### config.mk
export PLATFORM = sky130hd
export DESIGN_NAME = ovf_timer
export DESIGN_NICKNAME = d
export VERILOG_FILES = /design/src/rtl/ovf_timer_pkg.sv /design/src/rtl/ovf_timer_regs.sv /design/src/rtl/ovf_timer_core.sv /design/src/rtl/ovf_timer_irq.sv /design/src/rtl/ovf_timer.sv
export SDC_FILE = /design/constraint.sdc
export NUM_CORES = 1
export LEC_CHECK = 0
export BUFFER_PORTS_ARGS = -buffer_cell sky130_fd_sc_hd__buf_2
export CAP_MARGIN = 20
export CORE_MARGIN = 1
export CORE_UTILIZATION = 64
export CTS_BUF_LIST = sky130_fd_sc_hd__clkbuf_8
export CTS_CLUSTER_SIZE = 25
export DETAILED_ROUTE_END_ITERATION = 12
export GPL_ROUTABILITY_DRIVEN = 0
export PLACE_DENSITY = 0.88
export SYNTH_ARGS = -nofsm -noshare
export SYNTH_HDL_FRONTEND = slang
export SYNTH_SLANG_ARGS = --single-unit
### constraint.sdc
create_clock -name clk -period 4.1 [get_ports clk]
set_clock_uncertainty 0.2 [all_clocks]
set_input_delay 0.82 -clock clk [delete_from_list [all_inputs] [get_ports clk]]
set_output_delay 0.82 -clock clk [all_outputs]
set_load 0.03 [all_outputs]
### src/rtl/ovf_timer_pkg.sv
package ovf_timer_pkg;
  localparam int ADR_CTRL  = 0;
  localparam int ADR_COUNT = 1;
  localparam int ADR_LOAD  = 2;
  localparam int ADR_STAT  = 3;
  localparam int ADR_IEN   = 4;

  typedef struct packed {
    logic ctrl;
    logic count;
    logic load;
    logic stat;
    logic ien;
  } wr_strobe_t;
endpackage

### src/rtl/ovf_timer_regs.sv
module ovf_timer_regs
  import ovf_timer_pkg::*;
#(
  parameter int DW = 32,
  parameter int AW = 3
) (
  input  logic              clk,
  input  logic              rst,
  input  logic              req_valid_i,
  input  logic              req_write_i,
  input  logic [AW-1:0]     req_addr_i,
  input  logic [DW-1:0]     req_wdata_i,
  input  logic [DW-1:0]     cnt_i,
  input  logic              run_i,
  input  logic              reload_i,
  input  logic              flag_i,
  input  logic              ien_i,
  output wr_strobe_t        wr_o,
  output logic [DW-1:0]     load_o,
  output logic              rd_valid_o,
  output logic [DW-1:0]     rd_data_o
);
  logic wr_en, rd_en;
  logic [DW-1:0] rd_mux;

  assign wr_en = req_valid_i && req_write_i;
  assign rd_en = req_valid_i && !req_write_i;

  always_comb begin
    wr_o.ctrl  = wr_en && (req_addr_i == AW'(ADR_CTRL));
    wr_o.count = wr_en && (req_addr_i == AW'(ADR_COUNT));
    wr_o.load  = wr_en && (req_addr_i == AW'(ADR_LOAD));
    wr_o.stat  = wr_en && (req_addr_i == AW'(ADR_STAT));
    wr_o.ien   = wr_en && (req_addr_i == AW'(ADR_IEN));
  end

  always_ff @(posedge clk) begin
    if (rst) load_o <= '0;
    else if (wr_o.load) load_o <= req_wdata_i;
  end

  always_comb begin
    rd_mux = '0;
    case (req_addr_i)
      AW'(ADR_CTRL):  rd_mux = {{(DW-2){1'b0}}, reload_i, run_i};
      AW'(ADR_COUNT): rd_mux = cnt_i;
      AW'(ADR_LOAD):  rd_mux = load_o;
      AW'(ADR_STAT):  rd_mux = {{(DW-1){1'b0}}, flag_i};
      AW'(ADR_IEN):   rd_mux = {{(DW-1){1'b0}}, ien_i};
      default:        rd_mux = '0;
    endcase
  end

  always_ff @(posedge clk) begin
    if (rst) begin
      rd_valid_o <= 1'b0;
      rd_data_o  <= '0;
    end else begin
      rd_valid_o <= rd_en;
      if (rd_en) rd_data_o <= rd_mux;
    end
  end
endmodule

### src/rtl/ovf_timer_core.sv
module ovf_timer_core #(
  parameter int DW = 32
) (
  input  logic          clk,
  input  logic          rst,
  input  logic          wr_ctrl_i,
  input  logic          wr_count_i,
  input  logic [DW-1:0] wdata_i,
  input  logic [DW-1:0] load_i,
  output logic [DW-1:0] cnt_o,
  output logic          run_o,
  output logic          reload_o,
  output logic          ovf_o
);
  localparam logic [DW-1:0] CNT_MAX = '1;

  assign ovf_o = run_o && (cnt_o == CNT_MAX);

  // count: software write wins, then overflow, then increment
  always_ff @(posedge clk) begin
    if (rst) cnt_o <= '0;
    else if (wr_count_i) cnt_o <= wdata_i;
    else if (ovf_o) cnt_o <= reload_o ? load_i : '0;
    else if (run_o) cnt_o <= cnt_o + 1'b1;
  end

  always_ff @(posedge clk) begin
    if (rst) begin
      run_o    <= 1'b0;
      reload_o <= 1'b0;
    end else if (wr_ctrl_i) begin
      run_o    <= wdata_i[0];
      reload_o <= wdata_i[1];
    end else if (ovf_o && !reload_o) begin
      run_o <= 1'b0;
    end
  end
endmodule

### src/rtl/ovf_timer_irq.sv
module ovf_timer_irq (
  input  logic clk,
  input  logic rst,
  input  logic ovf_i,
  input  logic clr_i,
  input  logic wr_ien_i,
  input  logic ien_bit_i,
  output logic flag_o,
  output logic ien_o,
  output logic irq_o
);
  logic flag_d, ien_d;

  assign flag_d = ovf_i || (flag_o && !clr_i);
  assign ien_d  = wr_ien_i ? ien_bit_i : ien_o;

  always_ff @(posedge clk) begin
    if (rst) begin
      flag_o <= 1'b0;
      ien_o  <= 1'b0;
      irq_o  <= 1'b0;
    end else begin
      flag_o <= flag_d;
      ien_o  <= ien_d;
      irq_o  <= flag_d && ien_d;
    end
  end
endmodule

### src/rtl/ovf_timer.sv
module ovf_timer
  import ovf_timer_pkg::*;
#(
  parameter int DW = 32,
  parameter int AW = 3
) (
  input  logic          clk,
  input  logic          rst,
  input  logic          req_valid_i,
  input  logic          req_write_i,
  input  logic [AW-1:0] req_addr_i,
  input  logic [DW-1:0] req_wdata_i,
  output logic          rd_valid_o,
  output logic [DW-1:0] rd_data_o,
  output logic          irq_o
);
  wr_strobe_t    wr;
  logic [DW-1:0] load_q, cnt_q;
  logic          run_q, reload_q, ovf, flag_q, ien_q;

  ovf_timer_regs #(.DW(DW), .AW(AW)) regs_i (
    .clk(clk), .rst(rst),
    .req_valid_i(req_valid_i), .req_write_i(req_write_i),
    .req_addr_i(req_addr_i), .req_wdata_i(req_wdata_i),
    .cnt_i(cnt_q), .run_i(run_q), .reload_i(reload_q),
    .flag_i(flag_q), .ien_i(ien_q),
    .wr_o(wr), .load_o(load_q),
    .rd_valid_o(rd_valid_o), .rd_data_o(rd_data_o)
  );

  ovf_timer_core #(.DW(DW)) core_i (
    .clk(clk), .rst(rst),
    .wr_ctrl_i(wr.ctrl), .wr_count_i(wr.count),
    .wdata_i(req_wdata_i), .load_i(load_q),
    .cnt_o(cnt_q), .run_o(run_q), .reload_o(reload_q), .ovf_o(ovf)
  );

  ovf_timer_irq irq_i (
    .clk(clk), .rst(rst),
    .ovf_i(ovf), .clr_i(wr.stat && req_wdata_i[0]),
    .wr_ien_i(wr.ien), .ien_bit_i(req_wdata_i[0]),
    .flag_o(flag_q), .ien_o(ien_q), .irq_o(irq_o)
  );
endmodule

# Word-level counts from Yosys, hierarchy flattened
# Index checks and enable logic that the tools add are counted.
[op_classes]
order_cmp = 0
n_eq_ne = 5
n_reduce_logical = 19
n_div = 0
bitwise = 0
multipliers = 0
shift = 0
n_addsub = 1
muxes = 8
[op_table]
columns = ["cell", "n"]
rows = [
  ["32-bit case mux with 5 select lines", 1],
  ["32-bit two-way mux", 4],
  ["32-bit by 1-bit adder with 32-bit output, second input constant", 1],
  ["32-bit equality test, second input constant", 1],
  ["1-bit logical AND", 12],
  ["3-bit by 2-bit equality test with 1-bit output, second input constant", 2],
  ["3-bit by 1-bit equality test with 1-bit output, second input constant", 1],
  ["3-bit equality test, second input constant", 1],
  ["1-bit zero test", 3],
  ["3-bit zero test", 1],
  ["1-bit two-way mux", 3],
  ["3-bit nonzero test", 1],
  ["2-bit nonzero test", 1],
  ["1-bit logical OR", 1],
]
[totals]
elab_cells = 42
out_inout_bits = 34
ram_bits = 0
romBits = 0
memories = 0
latch_bits = 0
in_bits = 39
reg_bits = 102

# Longest topological paths before layout
# Gate-level depths: netlist of the first run.
[depth]
word_depth = 7
depth_mapped = 8
depth_no_buf = 6

# Cells and area by module
# A second synthesis of the first run with hierarchy kept.
[hier_totals]
cells_unflattened = 730
area_unflattened_um2 = 5831.8
[modules_own_cells]
columns = ["module", "seq_area_each_um2", "cells_each", "area_each_um2", "n_inst"]
rows = [
  ["ovf_timer_regs", 1301.2, 379, 3213.1, 1],
  ["ovf_timer_core", 680.7, 341, 2511.2, 1],
  ["ovf_timer_irq", 60.1, 9, 101.3, 1],
  ["ovf_timer", 0.0, 1, 6.3, 1],
]

# Worst setup path after synthesis of the first run
# OpenSTA, ideal clock, no wires.
[synth_timing]
kind = "in2reg"
from = "in req_addr_i[0]"
to = "reg core_i.cnt_o[10]"
required_time_ns = 3.824
path_buffers = 4
setup_time_ns = 0.076
stages = 8
arrival_ns = 2.487
setup_slack_ns = 1.337
path_cell_list = "clkbuf_1 > nor3b_2 > and2_1 > clkbuf_1 > buf_2 > buf_1 > a21oi_1 > o22ai_1"
[synth_between]
elab_chain_cells = 3
elab_cells_between_ends = 4
cone_classes = "eq/ne: 1; mux: 1; reduce/logical: 2"
[synth_rtl]
columns = ["element", "line_no", "rtl"]
rows = [
  ["from (decl)", "ovf_timer.sv:11", "input logic [AW-1:0] req_addr_i,"],
  ["3-bit by 1-bit equality test with 1-bit output (*)", "ovf_timer_regs.sv:31", "wr_o.count = wr_en && (req_addr_i == AW'(ADR_COUNT));"],
  ["1-bit logical AND (*)", "ovf_timer_regs.sv:31", ""],
  ["3-bit nonzero test (no source line) / 32-bit two-way mux (equally long branches)", "-", ""],
  ["to (signal assigned)", "ovf_timer_core.sv:22", "else if (wr_count_i) cnt_o <= wdata_i;"],
  ["to (signal assigned)", "ovf_timer_core.sv:23", "else if (ovf_o) cnt_o <= reload_o ? load_i : '0;"],
  ["to (signal assigned)", "ovf_timer_core.sv:24", "else if (run_o) cnt_o <= cnt_o + 1'b1;"],
  ["to (decl)", "ovf_timer_core.sv:10", "output logic [DW-1:0] cnt_o,"],
]
# Mark *: on every way between the ends. The rest lies on a longest branch, timed or not.
# A chain may end at the register's enable or synchronous reset.

# Worst setup path in the final report of the first run
[layout_timing]
from = "reg core_i.cnt_o[3]"
to = "reg core_i.cnt_o[5]"
[layout_between]
elab_chain_cells = 4
elab_cells_between_ends = 7
cone_classes = "add/sub: 1; eq/ne: 1; mux: 3; reduce/logical: 2"
[layout_rtl]
columns = ["element", "line_no"]
rows = [
  ["32-bit by 1-bit adder with 32-bit output / 32-bit equality test (equally long branches)", "ovf_timer_core.sv:24, ovf_timer_core.sv:17"],
  ["32-bit two-way mux / 1-bit logical AND (equally long branches)", "ovf_timer_core.sv:24, ovf_timer_core.sv:17"],
  ["32-bit two-way mux", "ovf_timer_core.sv:23"],
  ["32-bit two-way mux", "ovf_timer_core.sv:22"],
]
# Parallel ways exist; a longest one is shown, timed or not. The select of a mux whose other input is x is not followed.

==> results of run 1 <==
==> state kept, by name, indices dropped and copies added, names as in the netlist <==
name	cells
core_i.cnt_o	32
core_i.reload_o	1
core_i.run_o	1
irq_i.flag_o	1
irq_i.ien_o	1
irq_i.irq_o	1
regs_i.load_o	32
regs_i.rd_data_o	32
regs_i.rd_valid_o	1
==> cells in the mapped netlist (7+ instances only) <==
library cell / count / area (um^2)
dfxtp_1: 102 / 2042
nand2_1: 99 / 371.6
a21oi_1: 64 / 320.3
clkbuf_1: 54 / 202.7
nor2_1: 53 / 198.9
a22oi_1: 32 / 240.2
a22o_1: 30 / 262.8
nand3_1: 24 / 120.1
o21ai_0: 14 / 70.07
or3_1: 14 / 87.58
nand4_1: 12 / 75.07
nor3_1: 12 / 60.06
nor3b_1: 11 / 82.58
o22ai_1: 11 / 68.82
inv_1: 10 / 37.54
xnor2_1: 9 / 78.83
xor2_1: 9 / 78.83
a211oi_1: 7 / 52.55
and3_1: 7 / 43.79
nor4_1: 7 / 43.79
==> power breakdown <==
group	switching (mW)	internal, mW	total [mW]
clock	0.330	0.353	0.683
sequential	0.0153	1.00	1.02
combinational	0.0812	0.0418	0.123
==> layer usage <==
layer / wire (um) / share of wire, % / up-vias
met5: 0 / 0 / -
met4: 665 / 4.4 / 0
met3: 1446 / 9.6 / 72
met2: 7194 / 48 / 342
met1: 5826 / 39 / 2531
li1: - / - / 2501
==> critical path, delay by kind of cell, from the launching register on <==
kind                   cells  cell delay (ns)
and+or+nand+nor            3             1.61
DFF                        1             0.46
muxes                      1             0.34
buffers and inverters      1             0.29
AOI/OAI and AO/OA          1             0.14
==> through the flow <==
step	setup WS, ns	hold slack [ns]	utilization [%]	power, mW	instances
3_5_place_dp	1.078	0.2524	72.26	1.158	797
3_3_place_gp	1.162	0.2372	72.26	1.153	797
5_1_grt	0.7727	0.2787	74.95	1.880	811
4_1_cts	1.049	0.2663	74.95	1.822	811
6_report	0.9823	0.2731	74.95	1.822	811
2_1_floorplan	1.337	0.2449	-	1.107	666
==> area by class of cell <==
type	instances	share of cell area (%)
Multi-Input combinational cell	493	50.22
Sequential cell	102	34.89
Timing Repair Buffer	90	8.467
Clock buffer	10	2.352
Tap cell	102	2.181
Clock inverter	4	1.240
Inverter	10	0.6414
==> path summary, 6_finish.rpt <==
check,start,endpoint,slack [ns],cells after the start
worst min register to register,regs_i.rd_data_o[1],regs_i.rd_data_o[1],0.27,2
worst max register to register,core_i.cnt_o[3],core_i.cnt_o[5],0.98,6
worst max-delay path,core_i.cnt_o[3],core_i.cnt_o[5],0.98,6
worst min-delay path,regs_i.rd_data_o[1],regs_i.rd_data_o[1],0.27,2
==> cells by family after synthesis <==
family                   Yosys count  synth area share, %
AND/OR/NAND/NOR                  269                25.23
AO/OA/AOI/OAI                    196                25.23
flip-flops                       102                39.02
buffers and inverters             71                5.237
XOR/XNOR                          18                3.013
multiplexers                       9                2.032
adder cells (fa/ha/maj)            1               0.2391
==> metrics.txt, run 1 <==
status complete, no violations; syn_area_per_cell 7.857 um^2; clock latency on the worst-skew pair 0.36 ns; setup bufs post-CTS 0; Netlist Area Pre-Place 5233 um^2; Initial Util 67.02%; Final setup viols 0; Rel. slew slack 39.54%; Worst-Margin Slew 0.9056 ns; chip width 92.42 um; first-pass GRT wire length 24.90 mm; most frequent cells in the layout 102 x dfxtp_1, 99 x nand2_1, 72 x buf_2, 63 x a21oi_1, 53 x nor2_1; DRC errors left 0; All-Layer GR Usage 36.72%; Antenna Diode Count 0; Area Overhead vs Synth 11.84%; Post-synth EDFFs 0; worst min-delay path class reg2reg; GR Overflow Total 0; first drt pass iteration count 5; clock tree sinks 102; RSZ-0062 raised after global routing false; Final Cell Area 5852 um^2; post_cts resized 0; Die Ht 92.42 um; Post-DRT Antenna Nets 0; fmax 320.7 MHz; slowest CP cell or4_1; vias in the first global route 5147; Final Critical Period 3.118 ns; initial antenna violation count 0; kind of critical path reg2reg; routed via count 5446; crit share post-route 76.04%; register area share after synthesis 39.02%; Register Area 2042 um^2; Final Slew Violations 0; setup_tns 0 ns; Std-Cell Rows 32; CP peak stage delay 0.71 ns; root buffer cell clkbuf_8; CTS tree built; final WL 15.13 mm; CTS Buf Count 9; main flop type after synthesis dfxtp_1; Distinct cells, synth 53; Layout fillers 610; Synth Register Bits 102; largest net degree at the start of global routing 48; multi-input logic area 2939 um^2; busiest grt layer met2; Via density 6.715; Worst Path Arrival 3.20 ns; Initial DRC Count 634; DIE AREA 8541 um^2; H-tree levels 3; critical path launch point type flip-flop; Final Hold Vio Count 0; port bufs 72; met1 usage 45.89%; Clk pin slew, worst setup/hold paths 0.10 ns; met2 GRT Util 59.69%; CORE AREA 7807 um^2; Pleak 2.135 nW; VDD IR max 172.8 uV; WL/cell 18.66 um; Nets 746; gate count after technology mapping 666; I/O pins 73; Synth Warn # 0; Hold Buf Count CTS 0; met3 usage 6.076%; CP max FO 11; Pwr per Cell Area 311.3 nW/um^2; clk buf depth 2; Max Cap Viol 0; fraction of layout cells with a size suffix above 1 16.64%; placed inst area 5642 um^2; Synthesized Nets 706; asr flop ratio synth 0%; critical path, cell by cell nand4_1 > or4_1 > nor3_1 > buf_4 > mux2_2 > o22ai_1; HPWL after DPL 10.39 mm; crit end category flip-flop; WP data required 4.18 ns; commonest non-fill, non-tap cell in the layout dfxtp_1
Power figures use the tool's default switching activity.
==> run 2, diff against run 1 <==
--- a/config.mk
+++ b/config.mk
@@ -5,15 +5,16 @@
 export SDC_FILE = /design/constraint.sdc
 export NUM_CORES = 1
 export LEC_CHECK = 0
+export ABC_AREA = 1
 export BUFFER_PORTS_ARGS = -buffer_cell sky130_fd_sc_hd__buf_2
 export CAP_MARGIN = 20
 export CORE_MARGIN = 1
-export CORE_UTILIZATION = 64
+export CORE_UTILIZATION = 54
 export CTS_BUF_LIST = sky130_fd_sc_hd__clkbuf_8
 export CTS_CLUSTER_SIZE = 25
 export DETAILED_ROUTE_END_ITERATION = 12
 export GPL_ROUTABILITY_DRIVEN = 0
-export PLACE_DENSITY = 0.88
+export PLACE_DENSITY = 0.78
 export SYNTH_ARGS = -nofsm -noshare
 export SYNTH_HDL_FRONTEND = slang
 export SYNTH_SLANG_ARGS = --single-unit
==> constraint.sdc (replaced) <==
create_clock -name clk -period 2.8 [get_ports clk]
set_clock_uncertainty 0.2 [all_clocks]
set_input_delay 0.56 -clock clk [delete_from_list [all_inputs] [get_ports clk]]
set_output_delay 0.56 -clock clk [all_outputs]
set_load 0.03 [all_outputs]
==> metrics.txt, run 2 <==
FF-to-FF path depth 11 (was 6); HPWL after DPL 10.35 mm (was 10.39 mm); crit end category flip-flop (unchanged); post-synth top area share 36.53% (was 39.02%); CTS Buf Count 9 (unchanged); post_cts resized 0 (unchanged); H-tree levels 3 (unchanged); Via density 5.260 (was 6.715); clk buf depth 2 (unchanged); Max Cap Viol 0 (unchanged); Distinct cells, synth 33 (was 53); Worst Path Arrival 2.60 ns (was 3.20 ns); CP max FO 11 (unchanged); hold_sp req_wdata_i[9] (was regs_i.rd_data_o[1]); fraction of layout cells with a size suffix above 1 14.96% (was 16.64%); Rel. slew slack 63.17% (was 39.54%); Final Slew Violations 0 (unchanged); Synth Warn # 0 (unchanged); Netlist Area Pre-Place 5589 um^2 (was 5233 um^2); GR Overflow Total 0 (unchanged); root buffer cell clkbuf_8 (unchanged); Pleak 2.627 nW (was 2.135 nW); main combinational cell family by area after synthesis simple AND/OR/NAND/NOR gates (was compound AO/OA/AOI/OAI gates); Worst R2R Start core_i.cnt_o[0] (was core_i.cnt_o[3]); Final setup viols 0 (unchanged); first-pass GRT wire length 24.58 mm (was 24.90 mm); clock latency on the worst-skew pair 0.38 ns (was 0.36 ns); Antenna Diode Count 0 (unchanged); R2R Setup Slk 0.31 ns (was 0.98 ns); Post-synth EDFFs 0 (unchanged); Synthesized Nets 908 (was 706); Top Registers core_i.cnt_o x32, regs_i.load_o x32, regs_i.rd_data_o x32 (unchanged); slack of the critical path 0.3132 ns (was 0.9823 ns); Synth Area in XOR/XNOR 2.194% (was 3.013%); Initial DRC Count 325 (was 634); critical path launch point type flip-flop (unchanged); multiplexer share of the synthesized area 0% (was 2.033%); Hold Buf Count CTS 0 (unchanged); Pwr per Cell Area 398.6 nW/um^2 (was 311.3 nW/um^2); final WL 14.53 mm (was 15.13 mm); syn_area_per_cell 6.439 um^2 (was 7.857 um^2); CP top delay family simple AND/OR/NAND/NOR gates (unchanged); Most common cell on crit path nand2_1; reg-to-reg endpoint core_i.cnt_o[31] (was core_i.cnt_o[5]); Adder-Cell Fraction of Synth Area 0.2239% (was 0.2391%); most frequent cells in the layout 265 x nand2_1, 120 x inv_1, 102 x dfxtp_1, 75 x a21oi_1, 72 x buf_2 (was 102 x dfxtp_1, 99 x nand2_1, 72 x buf_2, 63 x a21oi_1, 53 x nor2_1); Synth Register Bits 102 (unchanged); kind of critical path reg2reg (unchanged); clock tree sinks 102 (unchanged); slowest CP cell nand3_1 (was or4_1); setup_tns 0 ns (unchanged); worst min-delay path class in2reg (was reg2reg); routed via count 5586 (was 5446); Worst Path Buf+Inv 1 (unchanged); Clk pin slew, worst setup/hold paths 0.09 ns (was 0.10 ns); DRC errors left 0 (unchanged); setup bufs post-CTS 0 (unchanged); WP data required 2.92 ns (was 4.18 ns); vias in the first global route 5140 (was 5147); CP peak stage delay 0.44 ns (was 0.71 ns); commonest non-fill, non-tap cell in the layout nand2_1 (was dfxtp_1); RSZ-0062 raised after global routing false (unchanged); WHS Path Cells 3 (was 2); asr flop ratio synth 0% (unchanged); dominant cell type by area after synthesis dfxtp_1 (unchanged); first drt pass iteration count 5 (unchanged); gate count after technology mapping 868 (was 666); status complete, no violations (unchanged); Synth Area in Compound Gates 20.15% (was 25.23%); I/O pins 73 (unchanged); Synth top cells by count 265 x nand2_1, 118 x inv_1, 102 x dfxtp_1 (was 102 x dfxtp_1, 99 x nand2_1, 64 x a21oi_1); CTS tree built (unchanged); fmax 402.1 MHz (was 320.7 MHz); count leader, synth nand2_1 (was dfxtp_1); chip width 103.7 um (was 92.42 um); Worst-Margin Slew 0.5509 ns (was 0.9056 ns); Post-Place Setup Slack 0.3600 ns (was 1.078 ns); Post-DRT Antenna Nets 0 (unchanged); Final Critical Period 2.487 ns (was 3.118 ns); initial antenna violation count 0 (unchanged); Final Hold Vio Count 0 (unchanged); crit share post-route 88.81% (was 76.04%); All-Layer GR Usage 28.16% (was 36.72%); hold endpoint regs_i.load_o[9] (was regs_i.rd_data_o[1]); CORE AREA 9910 um^2 (was 7807 um^2); Std-Cell Rows 36 (was 32); critical path, cell by cell ha_1 > nand2_1 > nor2_4 > nand2_4 > nor2_8 > nand3_1 > inv_1 > nand3_1 > nand2_1 > nand2_1 > a21oi_1 (was nand4_1 > or4_1 > nor3_1 > buf_4 > mux2_2 > o22ai_1); main flop type after synthesis dfxtp_1 (unchanged); Nets 966 (was 746); DIE AREA 10760 um^2 (was 8541 um^2); Die Ht 103.7 um (was 92.42 um); register area share after synthesis 36.53% (was 39.02%); port bufs 72 (unchanged); largest net degree at the start of global routing 37 (was 48); top cells by area, synth dfxtp_1 37%, nand2_1 18%, inv_1 7.9%, a21oi_1 6.7%, o21ai_0 6.1% (was dfxtp_1 39%, nand2_1 7.1%, a21oi_1 6.1%, a22o_1 5.0%, a22oi_1 4.6%); WL/cell 13.68 um (was 18.66 um); VDD IR max 292.3 uV (was 172.8 uV); Post-Synth Simple-Gate Area 29.51% (was 25.23%); final core occ 62.80% (was 74.95%); Initial Util 56.40% (was 67.02%); Area Overhead vs Synth 11.35% (was 11.84%)
-- run 2: worst register-to-register path: stages (launching register included) --
cell,delay (ns)
dfxtp_1,0.40
ha_1,0.21
nand2_1,0.11
nor2_4,0.16
nand2_4,0.10
nor2_8,0.20
nand3_1,0.44
inv_1,0.26
nand3_1,0.09
nand2_1,0.08
nand2_1,0.05
a21oi_1,0.12
-- run 2: layout make-up --
cell class	count	area (um^2)
clock buffers	10	137.6
clock inverters	4	17.52
fillers	984	3686
inverters	119	446.7
multi-input cells	606	2920
flip-flops and latches	102	2042
well taps	133	166.4
repair buffers	88	493.0
-- run 2: stage by stage --
| step | hold slack, ns | instance area (um^2) | cells | total power [mW] |
|---|---|---|---|---|
| after global placement | 0.2507 | 6068 | 1048 | 1.704 |
| final | 0.2175 | 6223 | 1062 | 2.481 |
| after CTS | 0.2080 | 6223 | 1062 | 2.494 |
| after global routing | 0.2269 | 6223 | 1062 | 2.573 |
| after detailed placement | 0.2511 | 6068 | 1048 | 1.707 |
| after floorplan | 0.2523 | 5589 | 868 | 1.627 |
-- run 2: cells by family (layout without fill, tap and decap cells) --
kind of cell | Yosys count | count (layout)
simple gates | 392 | 392
fa+ha+maj | 1 | 1
buf+inv | 160 | 221
compound gates | 199 | 199
flops | 102 | 102
xor+xnor | 14 | 14
-- run 2: where the power goes --
group | internal, mW | switching (mW) | total (mW)
sequential | 1.47 | 0.0183 | 1.49
combinational | 0.0611 | 0.127 | 0.188
clock | 0.329 | 0.477 | 0.805
total | 1.86 | 0.622 | 2.48
-- run 2: metal layers --
layer	global-route usage (%)	share of wire, %
met1	35.35	45
met5	0	0
met2	47.51	46
met4	12.55	2.8
met3	4.594	5.3
-- run 2: how the worst max path moves through the flow --
stage / from / to / slack [ns] / cells past startpoint
final: core_i.cnt_o[0] / core_i.cnt_o[31] / 0.31 / 11
after global routing: core_i.cnt_o[0] / core_i.cnt_o[31] / 0.09 / 11
after CTS: core_i.cnt_o[0] / core_i.cnt_o[31] / 0.35 / 11
after detailed placement: core_i.cnt_o[0] / core_i.cnt_o[31] / 0.36 / 11
after global placement: core_i.cnt_o[0] / core_i.cnt_o[31] / 0.40 / 11
after floorplan: core_i.cnt_o[0] / core_i.cnt_o[23] / 0.80 / 12
